--- config.mk ---
export PLATFORM = sky130hd
export DESIGN_NAME = usb_in_ep_tx
export DESIGN_NICKNAME = d
export VERILOG_FILES = /design/src/rtl/usb_tx_pkg.sv /design/src/rtl/ep_tx_fifo.sv /design/src/rtl/ep_tx_seq.sv /design/src/rtl/ep_tx_csr.sv /design/src/rtl/usb_in_ep_tx.sv
export SDC_FILE = /design/constraint.sdc
export NUM_CORES = 1
export LEC_CHECK = 0
export BUFFER_PORTS_ARGS = -buffer_cell sky130_fd_sc_hd__buf_2
export CAP_MARGIN = 5
export CORE_MARGIN = 2
export CORE_UTILIZATION = 41
export CTS_CLUSTER_DIAMETER = 50
export CTS_CLUSTER_SIZE = 25
export DETAILED_ROUTE_END_ITERATION = 12
export SLEW_MARGIN = 0
export SYNTH_ARGS = -nofsm -noshare
export SYNTH_HDL_FRONTEND = slang
export SYNTH_SLANG_ARGS = --single-unit
--- constraint.sdc ---
create_clock -name clk -period 4.75 [get_ports clk]
set_input_delay 0.475 -clock clk [delete_from_list [all_inputs] [get_ports clk]]
set_output_delay 0.475 -clock clk [all_outputs]
set_load 0.05 [all_outputs]
--- src/rtl/usb_tx_pkg.sv ---
package usb_tx_pkg;
  typedef enum logic [1:0] {
    HS_NONE  = 2'd0,
    HS_DATA  = 2'd1,
    HS_NAK   = 2'd2,
    HS_STALL = 2'd3
  } hs_e;

  typedef enum logic [1:0] {
    ST_IDLE = 2'd0,
    ST_SEND = 2'd1,
    ST_WAIT = 2'd2
  } seq_e;

  localparam int B_ROOM  = 0;
  localparam int B_DONE  = 1;
  localparam int B_FLUSH = 2;
  localparam int B_UNDER = 3;
  localparam int B_SSENT = 4;
  localparam int B_FSTL  = 5;
  localparam int B_SHORT = 7;
endpackage

--- src/rtl/ep_tx_fifo.sv ---
module ep_tx_fifo #(
  parameter int DEPTH = 8,
  parameter int DW    = 8,
  localparam int CW   = $clog2(DEPTH + 1),
  localparam int IW   = (DEPTH > 1) ? $clog2(DEPTH) : 1
) (
  input  logic          clk,
  input  logic          rst_n,
  input  logic          push,
  input  logic [DW-1:0] push_data,
  input  logic          pop,
  input  logic          rewind,
  input  logic          clear,
  output logic [CW-1:0] count,
  output logic [DW-1:0] head
);
  logic [DW-1:0] mem [DEPTH];
  logic [IW-1:0] rd_idx;

  always_ff @(posedge clk) begin
    if (push) mem[count[IW-1:0]] <= push_data;
  end

  always_ff @(posedge clk or negedge rst_n) begin
    if (!rst_n) begin
      count  <= '0;
      rd_idx <= '0;
    end else if (clear) begin
      count  <= '0;
      rd_idx <= '0;
    end else begin
      if (push) count <= count + CW'(1);
      if (rewind)   rd_idx <= '0;
      else if (pop) rd_idx <= rd_idx + IW'(1);
    end
  end

  assign head = mem[rd_idx];
endmodule

--- src/rtl/ep_tx_seq.sv ---
module ep_tx_seq
  import usb_tx_pkg::*;
#(
  parameter int DEPTH = 8,
  localparam int CW   = $clog2(DEPTH + 1)
) (
  input  logic          clk,
  input  logic          rst_n,
  input  logic          tok_in,
  input  logic          host_ack,
  input  logic          host_timeout,
  input  logic          flush,
  input  logic          force_stall,
  input  logic          armed,
  input  logic [CW-1:0] count,
  input  logic          tx_ready,
  output logic          resp_valid,
  output logic [1:0]    resp_code,
  output logic [CW-1:0] resp_len,
  output logic          tx_valid,
  output logic          tx_last,
  output logic          pop,
  output logic          rewind,
  output logic          ack_done,
  output logic          ev_sst,
  output logic          ev_tur,
  output logic          busy
);
  seq_e          state;
  logic [CW-1:0] sent_cnt;
  logic          tok_take;
  hs_e           pick;

  always_comb begin
    tok_take = tok_in && (state == ST_IDLE) && !flush;
    if (force_stall)  pick = HS_STALL;
    else if (armed)   pick = HS_DATA;
    else              pick = HS_NAK;
  end

  assign tx_valid = (state == ST_SEND);
  assign tx_last  = tx_valid && (sent_cnt == count - CW'(1));
  assign pop      = tx_valid && tx_ready;
  assign busy     = (state != ST_IDLE);
  assign rewind   = busy && host_timeout && !flush;
  assign ack_done = (state == ST_WAIT) && host_ack && !host_timeout && !flush;
  assign ev_tur   = tx_valid && host_timeout && !flush;
  assign ev_sst   = tok_take && (pick == HS_STALL);

  always_ff @(posedge clk or negedge rst_n) begin
    if (!rst_n) begin
      resp_valid <= 1'b0;
      resp_code  <= HS_NONE;
      resp_len   <= '0;
    end else begin
      resp_valid <= tok_take;
      if (tok_take) begin
        resp_code <= pick;
        resp_len  <= (pick == HS_DATA) ? count : '0;
      end
    end
  end

  always_ff @(posedge clk or negedge rst_n) begin
    if (!rst_n) begin
      state    <= ST_IDLE;
      sent_cnt <= '0;
    end else if (flush) begin
      state    <= ST_IDLE;
      sent_cnt <= '0;
    end else begin
      unique case (state)
        ST_IDLE: begin
          sent_cnt <= '0;
          if (tok_take && pick == HS_DATA)
            state <= (count == '0) ? ST_WAIT : ST_SEND;
        end
        ST_SEND: begin
          if (host_timeout) begin
            state    <= ST_IDLE;
            sent_cnt <= '0;
          end else if (pop) begin
            sent_cnt <= sent_cnt + CW'(1);
            if (tx_last) state <= ST_WAIT;
          end
        end
        ST_WAIT: begin
          if (host_timeout || host_ack) state <= ST_IDLE;
        end
        default: state <= ST_IDLE;
      endcase
    end
  end
endmodule

--- src/rtl/ep_tx_csr.sv ---
module ep_tx_csr
  import usb_tx_pkg::*;
(
  input  logic        clk,
  input  logic        rst_n,
  input  logic        csr_wr,
  input  logic [7:0]  csr_wdata,
  input  logic        mask_wr,
  input  logic        mask_wdata,
  input  logic        ev_done,
  input  logic        ev_sst,
  input  logic        ev_tur,
  input  logic        room,
  output logic [31:0] csr_rdata,
  output logic        short_arm,
  output logic        force_stall,
  output logic        flush,
  output logic        irq_mask,
  output logic        irq
);
  logic done_q, sst_q, tur_q;
  logic w1;

  assign w1    = csr_wr;
  assign flush = w1 && csr_wdata[B_FLUSH];

  always_ff @(posedge clk or negedge rst_n) begin
    if (!rst_n) begin
      done_q      <= 1'b0;
      sst_q       <= 1'b0;
      tur_q       <= 1'b0;
      short_arm   <= 1'b0;
      force_stall <= 1'b0;
      irq_mask    <= 1'b1;
    end else begin
      if (ev_done)                        done_q <= 1'b1;
      else if (w1 && csr_wdata[B_DONE])   done_q <= 1'b0;

      if (ev_sst)                         sst_q <= 1'b1;
      else if (w1 && csr_wdata[B_SSENT])  sst_q <= 1'b0;

      if (ev_tur)                         tur_q <= 1'b1;
      else if (w1 && csr_wdata[B_UNDER])  tur_q <= 1'b0;

      if (w1 && csr_wdata[B_SHORT])       short_arm <= 1'b1;
      else if (ev_done || flush)          short_arm <= 1'b0;

      if (w1) force_stall <= csr_wdata[B_FSTL];
      if (mask_wr) irq_mask <= mask_wdata;
    end
  end

  always_comb begin
    csr_rdata          = '0;
    csr_rdata[B_ROOM]  = room;
    csr_rdata[B_DONE]  = done_q;
    csr_rdata[B_UNDER] = tur_q;
    csr_rdata[B_SSENT] = sst_q;
    csr_rdata[B_FSTL]  = force_stall;
    csr_rdata[B_SHORT] = short_arm;
  end

  assign irq = (done_q || sst_q) && !irq_mask;
endmodule

--- src/rtl/usb_in_ep_tx.sv ---
module usb_in_ep_tx
  import usb_tx_pkg::*;
#(
  parameter int DEPTH = 8,
  parameter int DW    = 8,
  localparam int CW   = $clog2(DEPTH + 1)
) (
  input  logic          clk,
  input  logic          rst_n,
  input  logic          wr_valid,
  input  logic [DW-1:0] wr_data,
  output logic          wr_ready,
  input  logic          csr_wr,
  input  logic [7:0]    csr_wdata,
  output logic [31:0]   csr_rdata,
  input  logic          mask_wr,
  input  logic          mask_wdata,
  output logic          irq,
  input  logic          tok_in,
  input  logic          host_ack,
  input  logic          host_timeout,
  output logic          resp_valid,
  output logic [1:0]    resp_code,
  output logic [CW-1:0] resp_len,
  output logic          tx_valid,
  output logic [DW-1:0] tx_data,
  output logic          tx_last,
  input  logic          tx_ready
);
  logic [CW-1:0] count;
  logic short_arm, force_stall, flush, irq_mask;
  logic armed, busy, pop, rewind, ack_done, ev_sst, ev_tur, room;

  assign armed    = short_arm || (count == CW'(DEPTH));
  assign wr_ready = !armed && !busy;
  assign room     = (count == '0) && !busy;

  ep_tx_fifo #(.DEPTH(DEPTH), .DW(DW)) u_fifo (
    .clk(clk), .rst_n(rst_n),
    .push(wr_valid && wr_ready), .push_data(wr_data),
    .pop(pop), .rewind(rewind), .clear(flush || ack_done),
    .count(count), .head(tx_data)
  );

  ep_tx_seq #(.DEPTH(DEPTH)) u_seq (
    .clk(clk), .rst_n(rst_n),
    .tok_in(tok_in), .host_ack(host_ack), .host_timeout(host_timeout),
    .flush(flush), .force_stall(force_stall), .armed(armed),
    .count(count), .tx_ready(tx_ready),
    .resp_valid(resp_valid), .resp_code(resp_code), .resp_len(resp_len),
    .tx_valid(tx_valid), .tx_last(tx_last), .pop(pop), .rewind(rewind),
    .ack_done(ack_done), .ev_sst(ev_sst), .ev_tur(ev_tur), .busy(busy)
  );

  ep_tx_csr u_csr (
    .clk(clk), .rst_n(rst_n),
    .csr_wr(csr_wr), .csr_wdata(csr_wdata),
    .mask_wr(mask_wr), .mask_wdata(mask_wdata),
    .ev_done(ack_done), .ev_sst(ev_sst), .ev_tur(ev_tur), .room(room),
    .csr_rdata(csr_rdata), .short_arm(short_arm), .force_stall(force_stall),
    .flush(flush), .irq_mask(irq_mask), .irq(irq)
  );
endmodule

==> results of run 1 <==
-- cell type report --
type	instances	area [um2]
sequential	90	2570
timing repair buffer	49	248
tap	133	166
multi-input combinational	159	1330
inverter	5	18.8
fill	869	5250
clock buffer	9	124
clock inverter	7	62.6
-- registers in the layout, summed over array words and instances, names as in the netlist --
| register | cells |
|---|---|
| u_csr.force_stall | 1 |
| u_csr.short_arm | 1 |
| u_fifo.count | 4 |
| u_seq.resp_code | 2 |
| u_csr.irq_mask | 1 |
| u_seq.state | 2 |
| u_seq.resp_valid | 1 |
| u_csr.tur_q | 1 |
| u_seq.sent_cnt | 4 |
| u_csr.sst_q | 1 |
| u_fifo.rd_idx | 3 |
| u_seq.resp_len | 4 |
| u_csr.done_q | 1 |
| u_fifo.mem | 64 |
-- through the flow --
step           util, %  cell area, um2
2_1_floorplan        -            4240
3_3_place_gp      44.4            4340
3_5_place_dp      44.4            4340
4_1_cts           46.3            4520
5_1_grt           46.3            4520
6_report          46.3            4520
-- critical path: stages, from the launching register on --
cell and delay, ns:
dfrtp_1 1.04, mux4_1 0.67, mux2_2 0.27, buf_2 0.21
-- worst paths after layout --
kind | to | start | cells past startpoint | slack, ns
worst max-delay path | tx_data[6] | u_fifo.rd_idx[0]$_DFFE_PN0P_ | 3 | 1.73
worst min-delay path | u_seq.sent_cnt[0]$_DFFE_PN0P_ | rst_n | 1 | 0.11
worst max register to register | u_fifo.mem[4][5]$_DFFE_PP_ | u_fifo.count[1]$_DFFE_PN0P_ | 6 | 2.14
worst min register to register | u_seq.resp_code[0]$_DFFE_PN0P_ | u_seq.resp_code[0]$_DFFE_PN0P_ | 2 | 0.49
max in group asynchronous | u_fifo.count[3]$_DFFE_PN0P_ | rst_n | 1 | 4.25
min in group clk | u_csr.short_arm$_DFFE_PN0P_ | csr_wdata[7] | 2 | 0.35
-- cell families (layout without fill, tap and decap cells) --
group / Yosys count / count (layout) / share of synthesized area (%)
buffers and inverters: 48 / 70 / 8.24
AND/OR/NAND/NOR: 63 / 63 / 8.21
other: 1 / 26 / 0.0905
flip-flops: 90 / 90 / 62.1
AO/OA/AOI/OAI: 30 / 30 / 5.71
multiplexers: 27 / 27 / 12.6
XOR/XNOR: 9 / 9 / 1.90
adder cells (fa/ha/maj): 4 / 4 / 1.21
-- layer usage --
layer | vias up | global-route usage (%) | share of wire, %
li1 | 1057 | - | -
met1 | 1125 | 19.6 | 48
met2 | 45 | 22.1 | 49
met3 | 9 | 2.31 | 2.7
met4 | 0 | 4.63 | 1.1
met5 | - | 0 | 0
-- power breakdown --
group          total (mW)  switching, mW  internal [mW]
Sequential           1.00         0.0846          0.915
Combinational       0.686          0.475          0.211
Clock               0.488          0.289          0.199
Total                2.17          0.849           1.33
-- layout by cell type (no fill, tap or decap), types with 2 or more instances in the layout --
cell type and count:
xor2_1 7, clkbuf_8 9, nor2_1 17, edfxtp_1 64, inv_1 5, a21oi_1 5, nor3_1 4, mux4_1 10
conb_1 26, and2_1 2, o21ai_0 4, inv_6 3, xnor2_1 2, nor3b_1 3, ha_1 4, a22o_1 6
dfrtp_1 25, nand2_1 17, mux4_2 6, a32o_1 5, mux2_2 10, o31ai_1 2, nand2b_1 2, nand4_1 2
nand3_1 5, nor2b_1 2, buf_2 48
==> flow_metrics.tcl, run 1 <==
set metrics [dict create \
    fin_skew_ns 0.00951 \
    post_drt_wl_per_cell_um 16.3 \
    drv_cap 0 \
    hold_viol_final 0 \
    power_leakage_nw 1.75 \
    clk_path_buf_depth 2 \
    synthCells 272 \
    avgSynthCellArea_um2 15.2 \
    final_cells 452 \
    cts-buffers-inserted 9 \
    finalSetupViolations 0 \
    finalNetCount 344 \
    clock_latency_ns 0.35 \
    drtIter0Drc 106 \
    worstPathMaxFanout 18 \
    ctsHoldBuffers 0 \
    core_mm2 0.00977 \
    status "finished clean" \
    grtUsageTotal_pct 13.9 \
    relSlewSlack_pct 31.0 \
    dp_hpwl_um 4900 \
    powerDensity_mw_per_mm2 481 \
    worstSetupEndpointType "output pin" \
    dr.pass1.iters 4 \
    yosysSeqAreaShare_pct 62.1 \
    die_h_um 105 \
    layout_setup_ws_ns 1.73 \
    yosys.area.top_type_share_pct 46.4 \
    rows 36 \
    cts.repair.resized 0 \
    cp.arrival_ns 2.54 \
    synth_warnings 0 \
    postCtsSetupBuffers 0 \
    power_mw 2.17 \
    io_buffers 48 \
    synth_seq_cells 90 \
    synth_edf_count 64 \
    ir_drop_mv 0.249 \
    grt_pass1_wl_um 11600 \
    min_path_type "in2async" \
    antenna_found_initial 0 \
    rsz0062_at_grt "false" \
    tightest_slew_ns 1.04 \
    antenna_cells 0 \
    vias_per_cell 4.95 \
    synth_area_leaders "edfxtp_1 (46%), dfrtp_1 (15%), mux4_1 (6.3%), buf_4 (6.2%), mux4_2 (3.3%)" \
    yosys-top-cells-count "edfxtp_1 (64), buf_4 (34), dfrtp_1 (25), nand2_1 (17), nor2_1 (17)" \
    crit_type "reg2out" \
    synth_most_common_cell "edfxtp_1" \
    grt_start_max_net_pins 27 \
    dpl_worst_slack_ns 2.08 \
    num_vias 2236 \
    remaining_drc_errors 0 \
    async_flop_share_pct 28.9 \
    grt_overflow 0 \
    drive_above_1_share_pct 27.3 \
    ant_nets 0 \
    wirelength_um 7390 \
    grt_pass1_vias 2123 \
    cp-start-kind "register" \
    critical_path_required_ns 4.28 \
    num_io_pins 77 \
    ys_types 48 \
    fp.dieW_um 105 \
    netlist_area_mm2 0.00415 \
    min_period_ns 3.02 \
    synth_largest_area_cell "edfxtp_1" \
    initial_core_util_pct 42.4 \
    cts_sinks 90 \
    dp_cells 436 \
    synth_ff_type "edfxtp_1" \
    gp_congestion 0.802 \
    slew_viol_final 0 \
    finalSetupTns_ns 0 \
    clockRootBuffer "clkbuf_8" \
    fmax_ghz 0.331 \
    clk_pin_slew_worst_paths_ns 0.09 \
    holdWs_ns 0.114 \
    cts_tree "built" \
    syn2layout_area_growth_pct 9.09 \
    period_share_pct 63.6 \
    die_area_mm2 0.0109 \
    h-tree-depth 3 \
]
(Power assumes the default switching activity.)
==> run 2: changes to the inputs <==
- ABC_AREA: not set -> 1
- clock period: 4.75 -> 2.8 ns (I/O delays scaled with it)
==> run 2 against run 1 <==
Compared with the run above: setup slack lost 1.3 ns; register-to-register slack lost 1.4 ns; synthesized cell count grew 49%; combinational power grew 140%; wire length grew 15%; cell count grew 32%; clock-buffer cell count grew 1; design area grew 2.7%; hold slack gained 0.015 ns; largest cell class unchanged.
==> flow_metrics.tcl, run 2 <==
set metrics [dict create \
    tightest_slew_ns 0.620 \
    fmax_ghz 0.430 \
    worstSetupEndpointType "output pin" \
    critical_path_required_ns 2.52 \
    die_area_mm2 0.0110 \
    cts.repair.resized 0 \
    synthXorXnorAreaFrac_pct 0.630 \
    power_leakage_nw 1.95 \
    drive_above_1_share_pct 20.5 \
    crit_type "reg2out" \
    final_common_cell "nand2_1" \
    netlist_area_mm2 0.00417 \
    cts_sinks 90 \
    yosys-top-cells-count "nand2_1 (71), edfxtp_1 (64), nor2_1 (62), o21ai_0 (38), buf_4 (32)" \
    place_area_mm2 0.00446 \
    clock_latency_ns 0.36 \
    async_flop_share_pct 28.9 \
    cp.arrival_ns 2.05 \
    grt_pass1_wl_um 13500 \
    min_path_type "in2reg" \
    gp_congestion 0.872 \
    rows 36 \
    synthCells 406 \
    cts-buffers-inserted 9 \
    synthAdderAreaFrac_pct 1.20 \
    period_share_pct 83.2 \
    grt_pass1_vias 2724 \
    finalSetupTns_ns 0 \
    ant_nets 0 \
    core_mm2 0.00982 \
    wirelength_um 8480 \
    synth_top_family_by_area "simple AND/OR/NAND/NOR gates" \
    synth_ff_type "edfxtp_1" \
    antenna_found_initial 0 \
    synth_compound_area_share_pct 9.93 \
    ctsHoldBuffers 1 \
    fin_area_mm2 0.00464 \
    cp-start-kind "register" \
    status "finished clean" \
    cts_tree "built" \
    drv_cap 0 \
    avgSynthCellArea_um2 10.3 \
    rsz0062_at_grt "false" \
    final_cell_mix "nand2_1 (71), edfxtp_1 (64), nor2_1 (62)" \
    dr.pass1.iters 4 \
    io_buffers 48 \
    fp.dieW_um 105 \
    powerDensity_mw_per_mm2 881 \
    antenna_cells 0 \
    synthSimpleGateAreaFrac_pct 16.9 \
    die_h_um 105 \
    yosysSeqAreaShare_pct 61.7 \
    drtIter0Drc 164 \
    relSlewSlack_pct 58.6 \
    num_io_pins 77 \
    dp_hpwl_um 5580 \
    slew_viol_final 0 \
    hold_viol_final 0 \
    synth_area_leaders "edfxtp_1 (46%), dfrtp_1 (15%), nand2_1 (6.4%), buf_4 (5.8%), nor2_1 (5.6%)" \
    synth_mux_area_share_pct 0.270 \
    postCtsSetupBuffers 0 \
    yosys.area.top_type_share_pct 46.1 \
    synth_most_common_cell "nand2_1" \
    synth_warnings 0 \
    worstPathMaxFanout 5 \
    finalNetCount 489 \
    ys_types 35 \
    remaining_drc_errors 0 \
    largest_reg_flops 64 \
    synth_largest_area_cell "edfxtp_1" \
    initial_core_util_pct 42.5 \
    grtUsageTotal_pct 16.0 \
    min_period_ns 2.33 \
    grt_start_max_net_pins 35 \
    post_drt_wl_per_cell_um 14.2 \
    synth_edf_count 64 \
    ir_drop_mv 0.416 \
    syn2layout_area_growth_pct 11.3 \
    h-tree-depth 3 \
    synth_seq_cells 90 \
    grt_overflow 0 \
    vias_per_cell 4.81 \
    clk_path_buf_depth 2 \
    clk_pin_slew_worst_paths_ns 0.09 \
    num_vias 2874 \
    clockRootBuffer "clkbuf_8" \
    fin_skew_ns 0.0117 \
    finalSetupViolations 0 \
]
==> run 2: changes by cell type after synthesis, sizes merged, moves of 3 or more <==
cell and change:
xor2 -6, mux2 -9, a31oi +8, inv +21
a22o -6, a21oi +11, nand2 +61, nor2 +49
nor3 -4, nand3 +7, o21ai +45, mux4 -16
a32o -4, nand4 -3
==> run 2: layout make-up <==
| type | instances | area [um2] |
|---|---|---|
| Timing Repair Buffer | 59 | 325 |
| Tap cell | 133 | 166 |
| Inverter | 27 | 101 |
| Clock inverter | 6 | 46.3 |
| Sequential cell | 90 | 2570 |
| Multi-Input combinational cell | 272 | 1300 |
| Clock buffer | 10 | 128 |
| Fill cell | 931 | 5180 |
==> run 2: stage by stage <==
| step | utilization (%) | instances | setup slack [ns] | hold slack, ns | total power [mW] |
|---|---|---|---|---|---|
| 3_3_place_gp | 45.4 | 580 | 0.782 | 0.321 | 3.29 |
| 3_5_place_dp | 45.4 | 580 | 0.743 | 0.324 | 3.31 |
| 6_report | 47.3 | 597 | 0.472 | 0.129 | 4.09 |
| 4_1_cts | 47.3 | 597 | 0.449 | 0.107 | 4.12 |
| 2_1_floorplan | - | 431 | 0.647 | -0.0156 | 3.02 |
| 5_1_grt | 47.3 | 597 | 0.300 | 0.120 | 4.33 |
==> run 2: worst paths after layout <==
check | startpoint | end | slack, ns | cells after the start
setup / recovery | u_fifo.count[1]$_DFFE_PN0P_ | tx_last | 0.47 | 9
hold / removal | csr_wdata[5] | u_csr.force_stall$_DFFE_PN0P_ | 0.13 | 3
setup reg to reg | u_fifo.count[0]$_DFFE_PN0P_ | u_fifo.mem[5][5]$_DFFE_PP_ | 0.73 | 10
hold reg to reg | u_seq.resp_code[0]$_DFFE_PN0P_ | u_seq.resp_code[0]$_DFFE_PN0P_ | 0.49 | 2
max in group asynchronous | rst_n | u_fifo.rd_idx[0]$_DFFE_PN0P_ | 1.95 | 2
min in group asynchronous | rst_n | u_seq.resp_len[0]$_DFFE_PN0P_ | 0.46 | 2
==> run 2: cells by family after synthesis <==
logic type | Yosys count
buffers and inverters | 69
AO/OA/AOI/OAI | 77
other | 1
XOR/XNOR | 3
AND/OR/NAND/NOR | 161
adder cells (fa/ha/maj) | 4
multiplexers | 1
flip-flops | 90
==> run 2: power by group <==
part / total [mW] / switching, mW / internal (mW)
clock network: 0.806 / 0.474 / 0.333
logic: 1.64 / 1.25 / 0.390
registers: 1.64 / 0.0781 / 1.56
==> run 2: worst max-delay path: stages, from the launching register on <==
cell and delay [ns]:
dfrtp_1 0.44, inv_1 0.17, ha_1 0.29, nand2_1 0.11, nand2_1 0.08, nand2_1 0.04
nand2_1 0.05, nand3_1 0.12, nor2_1 0.12, buf_2 0.27
==> run 2: layer usage <==
layer  vias to the layer above  wire length, um  global-route usage, %
met3                        11              389                   3.74
li1                       1423                -                      -
met4                         0              111                   5.14
met5                         -                0                      0
met1                      1359             3710                   19.9
met2                        81             4270                   27.4
